### config.mk
export PLATFORM = sky130hd
export DESIGN_NAME = ucs_decoder
export DESIGN_NICKNAME = d
export VERILOG_FILES = /design/src/rtl/ucs_pkg.sv /design/src/rtl/ucs_rom.sv /design/src/rtl/ucs_onehot.sv /design/src/rtl/ucs_memdec.sv /design/src/rtl/ucs_decoder.sv
export SDC_FILE = /design/constraint.sdc
export NUM_CORES = 1
export LEC_CHECK = 0
export BUFFER_PORTS_ARGS = -buffer_cell sky130_fd_sc_hd__buf_2
export CAP_MARGIN = 5
export CORE_ASPECT_RATIO = 2
export CORE_MARGIN = 5
export CORE_UTILIZATION = 40
export DETAILED_ROUTE_END_ITERATION = 10
export GPL_TIMING_DRIVEN = 0
export HOLD_SLACK_MARGIN = 0.05
export PLACE_DENSITY = 0.83
export RECOVER_POWER = 50
export SLEW_MARGIN = 20
export SYNTH_ARGS = -nofsm -noshare
export SYNTH_HDL_FRONTEND = slang
export SYNTH_SLANG_ARGS = --single-unit
### constraint.sdc
create_clock -name clk -period 1.6 [get_ports clk]
set_input_delay 0.08 -clock clk [delete_from_list [all_inputs] [get_ports clk]]
set_output_delay 0.08 -clock clk [all_outputs]
set_load 0.005 [all_outputs]
### src/rtl/ucs_pkg.sv
// Package: field widths, register/ALU codes and a word builder for the
// vertical microinstruction control store. Assumes 4-bit codes, 16 lines.
package ucs_pkg;
    localparam int CODE_W = 4;
    localparam int LINES  = 1 << CODE_W;
    localparam int MEM_W  = 2;
    localparam int SEL_W  = 2;
    localparam int COND_W = 3;
    localparam int HEAD_W = 4 * CODE_W + MEM_W + SEL_W + COND_W;

    localparam logic [CODE_W-1:0] R_NONE = 4'd0;
    localparam logic [CODE_W-1:0] R_RS1  = 4'd1;
    localparam logic [CODE_W-1:0] R_RS2  = 4'd2;
    localparam logic [CODE_W-1:0] R_IR   = 4'd3;
    localparam logic [CODE_W-1:0] R_ZERO = 4'd6;
    localparam logic [CODE_W-1:0] R_FOUR = 4'd7;
    localparam logic [CODE_W-1:0] R_PC   = 4'd8;
    localparam logic [CODE_W-1:0] R_MDR  = 4'd9;
    localparam logic [CODE_W-1:0] R_MAR  = 4'd10;

    localparam logic [CODE_W-1:0] F_PASS = 4'd0;
    localparam logic [CODE_W-1:0] F_ADD  = 4'd1;
    localparam logic [CODE_W-1:0] F_SUB  = 4'd2;
    localparam logic [CODE_W-1:0] F_SHR  = 4'd8;

    typedef enum logic [MEM_W-1:0] {
        MEM_IDLE = 2'b00,
        MEM_RD   = 2'b01,
        MEM_WR   = 2'b10,
        MEM_BAD  = 2'b11
    } mem_op_e;

    // Assemble every field of a word except the branch address, MSB first.
    function automatic logic [HEAD_W-1:0] mk_head(
        input logic [CODE_W-1:0] dst,
        input logic [CODE_W-1:0] fn,
        input logic [CODE_W-1:0] s1,
        input logic [CODE_W-1:0] s2,
        input mem_op_e           mem,
        input logic [SEL_W-1:0]  sel,
        input logic [COND_W-1:0] cnd
    );
        return {dst, fn, s1, s2, mem, sel, cnd};
    endfunction
endpackage

### src/rtl/ucs_rom.sv
// Control store: a combinational, preloaded ROM. The fetch routine sits at
// locations 0..3, then come the test-sequence words at 4..7, and every other
// location reads as zero. Assumes ADDR_W >= 5 so that branch target 22 fits.
module ucs_rom
    import ucs_pkg::*;
#(
    parameter int ADDR_W = 6,
    localparam int WORD_W = HEAD_W + ADDR_W
) (
    input  logic [ADDR_W-1:0] addr,
    output logic [WORD_W-1:0] word
);
    // Look up the stored word for the given address.
    always_comb begin
        case (addr)
            ADDR_W'(0): word = {mk_head(R_MAR,  F_PASS, R_PC,   R_NONE, MEM_IDLE, 2'd0, 3'd0), ADDR_W'(0)};
            ADDR_W'(1): word = {mk_head(R_NONE, F_PASS, R_NONE, R_NONE, MEM_RD,   2'd0, 3'd0), ADDR_W'(0)};
            ADDR_W'(2): word = {mk_head(R_IR,   F_PASS, R_MDR,  R_NONE, MEM_IDLE, 2'd0, 3'd0), ADDR_W'(0)};
            ADDR_W'(3): word = {mk_head(R_PC,   F_ADD,  R_PC,   R_FOUR, MEM_IDLE, 2'd1, 3'd0), ADDR_W'(0)};
            ADDR_W'(4): word = {mk_head(R_NONE, F_PASS, R_NONE, R_NONE, MEM_WR,   2'd0, 3'd0), ADDR_W'(0)};
            ADDR_W'(5): word = {mk_head(R_MDR,  F_PASS, R_MAR,  R_NONE, MEM_BAD,  2'd0, 3'd0), ADDR_W'(0)};
            ADDR_W'(6): word = {mk_head(R_NONE, F_SUB,  R_RS1,  R_ZERO, MEM_IDLE, 2'd2, 3'd5), ADDR_W'(22)};
            ADDR_W'(7): word = {mk_head(R_RS1,  F_SHR,  R_RS1,  R_RS2,  MEM_IDLE, 2'd0, 3'd0), ADDR_W'(0)};
            default:    word = '0;
        endcase
    end
endmodule

### src/rtl/ucs_onehot.sv
// One-hot decoder whose code 0 is reserved for "nothing selected", so line 0
// is never asserted. Assumes LINES == 2**CODE_W.
module ucs_onehot #(
    parameter int CODE_W = 4,
    localparam int LINES = 1 << CODE_W
) (
    input  logic [CODE_W-1:0] code,
    output logic [LINES-1:0]  lines
);
    for (genvar i = 0; i < LINES; i++) begin : g_line
        if (i == 0) begin : g_none
            // Line 0 stands for "nothing selected" and is never driven high.
            assign lines[i] = 1'b0;
        end else begin : g_sel
            // Line i is asserted only by its own code.
            assign lines[i] = (code == CODE_W'(i));
        end
    end
endmodule

### src/rtl/ucs_memdec.sv
// Memory field decoder: 01 read, 10 write, 00 idle, 11 illegal. An illegal
// code drives no strobe and raises the error flag instead.
module ucs_memdec
    import ucs_pkg::*;
(
    input  logic [MEM_W-1:0] mem,
    output logic             rd,
    output logic             wr,
    output logic             err
);
    // Map the 2-bit field onto the strobes and the error flag.
    always_comb begin
        rd  = 1'b0;
        wr  = 1'b0;
        err = 1'b0;
        case (mem_op_e'(mem))
            MEM_RD:  rd  = 1'b1;
            MEM_WR:  wr  = 1'b1;
            MEM_BAD: err = 1'b1;
            default: ;
        endcase
    end
endmodule

### src/rtl/ucs_decoder.sv
// Top: reads the control store, splits the word into its fields, decodes
// them and registers the complete control word. Outputs trail the address
// by one edge. Synchronous active-low reset clears every output.
module ucs_decoder
    import ucs_pkg::*;
#(
    parameter int ADDR_W = 6
) (
    input  logic                clk,
    input  logic                rst_n,
    input  logic [ADDR_W-1:0]   uaddr,
    output logic [LINES-1:0]    dst_load,
    output logic [LINES-1:0]    src1_en,
    output logic [LINES-1:0]    src2_en,
    output logic [CODE_W-1:0]   alu_op,
    output logic                mem_rd,
    output logic                mem_wr,
    output logic                mem_err,
    output logic [SEL_W-1:0]    nxt_sel,
    output logic [COND_W-1:0]   cond,
    output logic [ADDR_W-1:0]   br_addr
);
    localparam int WORD_W = HEAD_W + ADDR_W;
    localparam int NFLD   = 3;
    localparam int COND_LO = ADDR_W;
    localparam int SEL_LO  = COND_LO + COND_W;
    localparam int MEM_LO  = SEL_LO + SEL_W;
    localparam int S2_LO   = MEM_LO + MEM_W;
    localparam int S1_LO   = S2_LO + CODE_W;
    localparam int ALU_LO  = S1_LO + CODE_W;
    localparam int DST_LO  = ALU_LO + CODE_W;

    logic [WORD_W-1:0] word;
    logic [CODE_W-1:0] code_a [NFLD];
    logic [LINES-1:0]  oh_a   [NFLD];
    logic              rd_c, wr_c, err_c;

    ucs_rom #(.ADDR_W(ADDR_W)) u_rom (.addr(uaddr), .word(word));

    assign code_a[0] = word[DST_LO +: CODE_W];
    assign code_a[1] = word[S1_LO  +: CODE_W];
    assign code_a[2] = word[S2_LO  +: CODE_W];

    for (genvar f = 0; f < NFLD; f++) begin : g_dec
        ucs_onehot #(.CODE_W(CODE_W)) u_oh (.code(code_a[f]), .lines(oh_a[f]));
    end

    ucs_memdec u_mem (.mem(word[MEM_LO +: MEM_W]), .rd(rd_c), .wr(wr_c), .err(err_c));

    // Register the decoded control word; reset clears every output.
    always_ff @(posedge clk) begin
        if (!rst_n) begin
            dst_load <= '0;
            src1_en  <= '0;
            src2_en  <= '0;
            alu_op   <= '0;
            mem_rd   <= 1'b0;
            mem_wr   <= 1'b0;
            mem_err  <= 1'b0;
            nxt_sel  <= '0;
            cond     <= '0;
            br_addr  <= '0;
        end else begin
            dst_load <= oh_a[0];
            src1_en  <= oh_a[1];
            src2_en  <= oh_a[2];
            alu_op   <= word[ALU_LO +: CODE_W];
            mem_rd   <= rd_c;
            mem_wr   <= wr_c;
            mem_err  <= err_c;
            nxt_sel  <= word[SEL_LO +: SEL_W];
            cond     <= word[COND_LO +: COND_W];
            br_addr  <= word[ADDR_W-1:0];
        end
    end

    AST_DST_ONEHOT: assert property (@(posedge clk) disable iff (!rst_n) $onehot0(dst_load)) else $error("dst_load not one-hot");
    AST_SRC1_ONEHOT: assert property (@(posedge clk) disable iff (!rst_n) $onehot0(src1_en)) else $error("src1_en not one-hot");
    AST_SRC2_ONEHOT: assert property (@(posedge clk) disable iff (!rst_n) $onehot0(src2_en)) else $error("src2_en not one-hot");
    AST_MEM_EXCL: assert property (@(posedge clk) disable iff (!rst_n) !(mem_rd && mem_wr)) else $error("read and write together");
    AST_ERR_QUIET: assert property (@(posedge clk) disable iff (!rst_n) mem_err |-> (!mem_rd && !mem_wr)) else $error("strobe with error");
    AST_RESET_CLEAR: assert property (@(posedge clk) !rst_n |=> (dst_load == '0 && src1_en == '0 && src2_en == '0 && !mem_rd && !mem_wr && !mem_err && alu_op == '0)) else $error("reset left outputs set");
    AST_FETCH_MAR: assert property (@(posedge clk) disable iff (!rst_n) ($past(rst_n) && $past(uaddr) == '0) |-> (dst_load[R_MAR] && src1_en[R_PC])) else $error("fetch step 0 wrong");
endmodule

# == After elaboration in Yosys (flattened, before gate mapping) ==
# Memory sizes are Yosys's and may differ from the RTL's.
# Cells that the tools add are included.
# totals
regBits,66
rom_bits,168
out_inout_bits,66
mem_count,1
# mem_list
memory,depth,word_bits,read_ports,rd_ports_with_merged_regs,write_ports,line_no,text
(name not given),8,21,1,0,0,ucs_rom.sv:15,case (addr)
# classes
n_eq_ne,48
n_mux,4
n_reduce_logical,2
# ops
operator,n
$eq A4 B4 Y1 const B,24
$eq A4 B3 Y1 const B,12
$mux W29,1
$eq A4 B2 Y1 const B,6
$eq A4 B1 Y1 const B,3
$eq A2 B2 Y1 const B,2
$logic_not A3 Y1,1
$mux W1,3
$eq A2 B1 Y1 const B,1
$reduce_and A2 Y1,1

# == Depth between registers and ports, before layout ==
# Gate-level depths: netlist of the first run.
# logic_depth
word_depth,4
depth_mapped,4

# == Modules after synthesis ==
# Synthesis of the first run repeated with hierarchy kept, for this count alone.
# unflattened
hier_cells,256
area_unflattened_um2,2956.6
# modules_own_cells
mod,instances,cells_per_inst,area_per_inst_um2,seq_area_each_um2
ucs_decoder,1,139,1800.5,1321.3
ucs_onehot,3,21,264.0,0.0
ucs_rom,1,51,341.6,0.0
ucs_memdec,1,3,22.5,0.0

# == Worst setup path after synthesis of the first run ==
# OpenSTA, ideal clock, no wires.
# synth_path
kind,in2reg
from,in uaddr[0]
to,reg dst_load[1]
setup_time_ps,86
arrival_time_ps,1128
slack_ps,386
stages,4
path_buffers,0
path_cell_list,inv_1 ha_1 or3b_2 a211oi_1
# synth_via
elab_chain_len,3
# synth_lines
element,line_no,text
from (decl),ucs_decoder.sv:11,"input logic [ADDR_W-1:0] uaddr,"
$mem_v2 Z8 W21,-,
$mux W29,ucs_rom.sv:15,
$eq A4 B1 Y1,ucs_onehot.sv:16,assign lines[i] = (code == CODE_W'(i));
to (signal assigned),ucs_decoder.sv:64,dst_load <= oh_a[0];
to (decl),ucs_decoder.sv:12,"output logic [LINES-1:0] dst_load,"
# No other way between the ends.
# A chain may end at the register's enable or synchronous reset.

# == Worst setup path in the final report of the first run ==
# Ends and elaborated chain as after synthesis.

==> summary.txt, run 1 <==
Post-CTS Hold Buffers: 0
Setup crit end kind: register
CTS tree: yes
Synth cell types: 22
Initial antenna violation count: 0
Yosys top cell by area: dfxtp_1
Initial Util: 0.404
CTS sink count: 27
Largest family of logic cells by synthesized area: buffers and inverters
Setup ws final: 278 ps
Yosys warns: 0
Post-route minimum period: 1320 ps
Non-Filler Instances: 225
CTS buffer count: 3
Placeable Area: 2910 um2
Drt drc: 0
Logic gate share of total power: 0.131
Synth Register Bits: 27
Clock-pin slew on the worst setup and hold paths: 80 ps
Compound-gate portion of the synthesized area: 0.0213
Post-DP HPWL: 1910 um
CP arrival: 1500 ps
MaxCap Viol Count: 0
Uppermost layer routed: met4
Hold slack: 129 ps
Routed len/inst: 9.99 um
Hold Startpoint: uaddr[2]
Int Pwr: 0.941 mW
Total number of vias: 894
Synthesized cell area: 1180 um2
DRT iter0 DRCs: 14
Syn Inst Count: 114
Met3 wire len: 225 um
# fillers: 283
Grt ovf: 0
Post-layout util: 0.543
Row cnt: 28
Die height: 86.7 um
M1 wire length: 705 um
First-pass GRT wire length: 3510 um
Worst Setup Path Type: in -> reg
Hold endpoint: dst_load[1]
Startpoint types: input port
Sequential-to-total area share from yosys stat: 0.460
Input/output buffers: 41
Final net count: 208
Final setup viols: 0
Place WS: -1.50 ps
Total track usage: 0.104
TritonRoute pass-1 iters: 2
Post-synthesis adder-cell area fraction: 0.0426
Vias in the first global route: 833
Fin. max-slew vios: 0
Clock Root Buffer: clkbuf_8
Crit Path Max Fanout: 10
GP Congestion: 0.765
Clock power share: 0.307
P&R area growth vs syn: 34.1%
Ant. Diodes: 0
Layout cells sized above 1: 0.359
Post-Synth XOR/XNOR Area: 0
Post-CTS setup buffers: 0
Area share of the largest cell type after synthesis: 0.460
Worst hold path depth: 3
Psw: 0.275 mW
Antenna-violating nets left: 0
Sw Share: 0.226
Leakage power: 0.817 nW
Cell Pwr Density: 770 nW/um2
H-tree Lvls: 1
Sequential cell area: 541 um2
Hold Path Class: in -> reg
Simple-gate share of the synthesized area: 0.189
Vias per cell: 3.97
Die area: 4190 um2
IO Count: 74
Die Width: 48.3 um
Area contributors post-synth: dfxtp_1 46%, buf_4 25%, ha_1 4.3%
Cts repair resizes: 0
Final Hold Fails: 0
RSZ-0062 raised after global routing: false
DRT Wirelength: 2250 um
Met2 WL: 1250 um
Avg Cell Area, Syn: 10.3 um2
Max Buffers Root-to-Sink: 2
Post-synthesis mux area share: 0
Outcome: finished, final reports clean
Area taken by multi-input logic gates: 437 um2
Required time of the critical path: 1780 ps
Largest net degree at the start of global routing: 17
Placed cell count: 221
Sequential Power Share: 0.562
Maximum clock frequency: 756 MHz
Final worst path period share: 0.826
Peak VDD IR: 0.327 mV
[critical path, stage by stage]
cell and delay [ps]:
buf_2 200, inv_1 100, ha_1 380, or3b_2 480, a211oi_1 260
[synthesized netlist by cell type]
| cell type | count |
|---|---|
| nand3b_1 | 4 |
| nand2b_1 | 3 |
| nor3b_1 | 2 |
| nor3_1 | 9 |
| buf_6 | 2 |
| buf_4 | 39 |
| clkbuf_1 | 1 |
| inv_1 | 4 |
| dfxtp_1 | 27 |
| and3_1 | 3 |
| a21oi_1 | 2 |
| or4b_1 | 1 |
| a211oi_1 | 2 |
| nor4b_1 | 1 |
| or3b_2 | 1 |
| or2_2 | 1 |
| conb_1 | 1 |
| or4bb_1 | 1 |
| nand2_1 | 2 |
| ha_1 | 4 |
| nor4_1 | 2 |
| nor4b_2 | 2 |
[kinds of logic (layout without fill, tap and decap cells)]
kind of cell | count (synthesis) | in the layout
buffers and inverters | 46 | 91
other | 1 | 37
adder cells (fa/ha/maj) | 4 | 4
AO/OA/AOI/OAI | 4 | 4
AND/OR/NAND/NOR | 32 | 32
flip-flops | 27 | 27
[cell type report]
type                       count  area share
sequential                    27       0.343
timing repair buffer          41       0.114
clock inverter                 1     0.00476
tap                           30      0.0238
buffer                        42       0.202
inverter                       4     0.00952
multi-input combinational     77       0.277
clock buffer                   3      0.0262
[placed cells by master (no fill, tap or decap)]
cell        count
buf_4          39
conb_1         37
dfxtp_1        27
clkbuf_1       21
buf_2          21
nor3_1          9
inv_1           4
nand3b_1        4
ha_1            4
nand2b_1        3
and3_1          3
clkbuf_8        3
buf_6           2
a21oi_1         2
nor4b_2         2
nand2_1         2
a211oi_1        2
nor4_1          2
nor3b_1         2
or4b_1          1
or2_2           1
or4bb_1         1
or3b_2          1
nor4b_1         1
clkinvlp_4      1
[per-layer routing]
metal / global-route usage / up-vias
li1: - / 462
met1: 0.0824 / 373
met2: 0.213 / 54
met3: 0.0207 / 5
met4: 0.0680 / 0
met5: 0 / -
[power by group through the flow]
stage / Sequential [mW] / Clock, mW / Combinational [mW]
floorplan: 0.701 / 0 / 0.118
global placement: 0.699 / 0 / 0.154
detailed placement: 0.699 / 0 / 0.156
CTS: 0.683 / 0.385 / 0.157
global route: 0.685 / 0.408 / 0.179
finish: 0.683 / 0.373 / 0.160
[flip-flops by register name, summed over array words and instances, names as in the netlist]
register and count:
nxt_sel 1, mem_wr 1, mem_rd 1, src2_en 7, dst_load 7, mem_err 1, src1_en 7, alu_op 2
[per-stage QoR]
stage | instance area [um2] | setup TNS, ps | power (mW)
after floorplan | 1310 | 0 | 0.820
after global placement | 1550 | 0 | 0.853
after detailed placement | 1550 | -1.50 | 0.855
after CTS | 1600 | 0 | 1.22
after global routing | 1580 | 0 | 1.27
final | 1580 | 0 | 1.22
[worst max path at each step]
stage | end | from
final | dst_load[1] | uaddr[0]
after global routing | dst_load[1] | uaddr[0]
after CTS | dst_load[1] | uaddr[0]
after detailed placement | dst_load[1] | uaddr[0]
after global placement | dst_load[1] | uaddr[0]
after floorplan | dst_load[1] | uaddr[0]
Power figures use the tool's default switching activity.
==> run 2: changes to the inputs <==
- clock period: 1.6 -> 1.3 ns (I/O delays scaled with it)
==> run 2 against run 1 <==
  * Critical path depth unchanged
  * Combinational power is 27% higher
  * First-iteration DRC count down 93%
  * Critical path type unchanged
==> summary.txt, run 2 (synthesis gave the netlist of run 1 again) <==
Clock-pin slew on the worst setup and hold paths: 80 ps
Largest net degree at the start of global routing: 17
IO Count: 74
Routed len/inst: 10.0 um
Commonest non-fill, non-tap cell in the layout: buf_4
TritonRoute pass-1 iters: 2
Largest regs: dst_load (7), src1_en (7), src2_en (7)
MaxCap Viol Count: 0
Commonest non-fill, non-tap cells in the layout: 39 x buf_4, 37 x conb_1, 27 x dfxtp_1
Drt drc: 0
CTS tree: yes
Initial antenna violation count: 0
Row cnt: 28
Startpoint types: input port
Placeable Area: 2910 um2
Vias in the first global route: 838
Antenna-violating nets left: 0
Fin. max-slew vios: 0
Die height: 86.7 um
Worst Path Buf+Inv: 2
RSZ-0062 raised after global routing: false
Input/output buffers: 41
Setup crit end kind: register
Slowest CP cell: or3b_2
Placed cell count: 221
Non-Filler Instances: 225
Worst Setup Path Type: in -> reg
Final setup viols: 0
Crit Path Max Fanout: 10
Post-CTS setup buffers: 0
Vias per cell: 3.98
Cell Pwr Density: 945 nW/um2
Initial Util: 0.404
Leakage power: 0.821 nW
DRT Wirelength: 2250 um
Clock Root Buffer: clkbuf_8
Total number of vias: 895
Post-DP HPWL: 1910 um
# fillers: 281
Final worst path period share: 0.933
TNS Setup: 0 ps
Max Buffers Root-to-Sink: 2
CP delay by family, top: simple AND/OR/NAND/NOR gates
Die Width: 48.3 um
Final Hold Fails: 0
Outcome: finished, final reports clean
GP Congestion: 0.765
Die area: 4190 um2
Critical-path cell list: buf_2 -> inv_1 -> ha_4 -> or3b_2 -> a211oi_1
Layout cells sized above 1: 0.369
Grt ovf: 0
Peak VDD IR: 0.431 mV
Post-CTS Hold Buffers: 0
First-pass GRT wire length: 3520 um
CTS buffer count: 3
Required time of the critical path: 1480 ps
Total track usage: 0.105
DRT iter0 DRCs: 1
CTS sink count: 27
Cts repair resizes: 1
H-tree Lvls: 1
Hold Path Class: in -> reg
P&R area growth vs syn: 35.3%
CP arrival: 1390 ps
Maximum clock frequency: 825 MHz
Ant. Diodes: 0
Critical path's largest stage delay: 460 ps
Final net count: 208
Post-route minimum period: 1210 ps
## run 2: cell types whose count changed in the layout (fill, tap and decap cells not counted), sizes merged
cell,previous run,this run
buf,62,63
clkbuf,24,23
## run 2: worst min-delay path, delay by kind of cell
family | cells | cell delay, ps
AO/OA/AOI/OAI | 1 | 60
buffers and inverters | 1 | 140
AND/OR/NAND/NOR | 1 | 70
## run 2: cell type report
cell class / instances / area, um2 / area share
plain buffers: 42 / 319 / 0.200
clock buffers: 3 / 41.3 / 0.0259
clock inverters: 1 / 7.51 / 0.00472
inverters: 4 / 15.0 / 0.00943
multi-input cells: 77 / 449 / 0.282
flip-flops and latches: 27 / 541 / 0.340
well taps: 30 / 37.5 / 0.0236
repair buffers: 41 / 181 / 0.114
## run 2: routing by layer
metal	GRT usage	share of wire	wire length, um
met2	0.213	0.56	1250
met4	0.0680	0.028	63
met5	0	0	0
met1	0.0834	0.32	714
met3	0.0207	0.099	223
## run 2: path summary, 6_finish.rpt
path                      from     endpoint  slack [ps]  cells after the start
worst max-delay path  uaddr[0]  dst_load[1]          90                      5
worst min-delay path  uaddr[2]  dst_load[1]         110                      3
## run 2: stage by stage
stage | utilization | power (mW) | hold WS [ps] | worst slack [ps] | area [um2]
floorplan | - | 1.01 | 136 | 101 | 1310
global placement | 0.534 | 1.05 | 382 | -233 | 1550
detailed placement | 0.534 | 1.05 | 398 | -287 | 1550
CTS | 0.556 | 1.51 | 107 | 99.1 | 1620
global route | 0.547 | 1.57 | 117 | 3.60 | 1590
finish | 0.547 | 1.50 | 112 | 87.6 | 1590
## run 2: power by group
part           internal (mW)  switching [mW]
Combinational          0.108          0.0954
Clock                  0.217           0.242
Sequential             0.838         0.00275
Total                   1.16           0.341
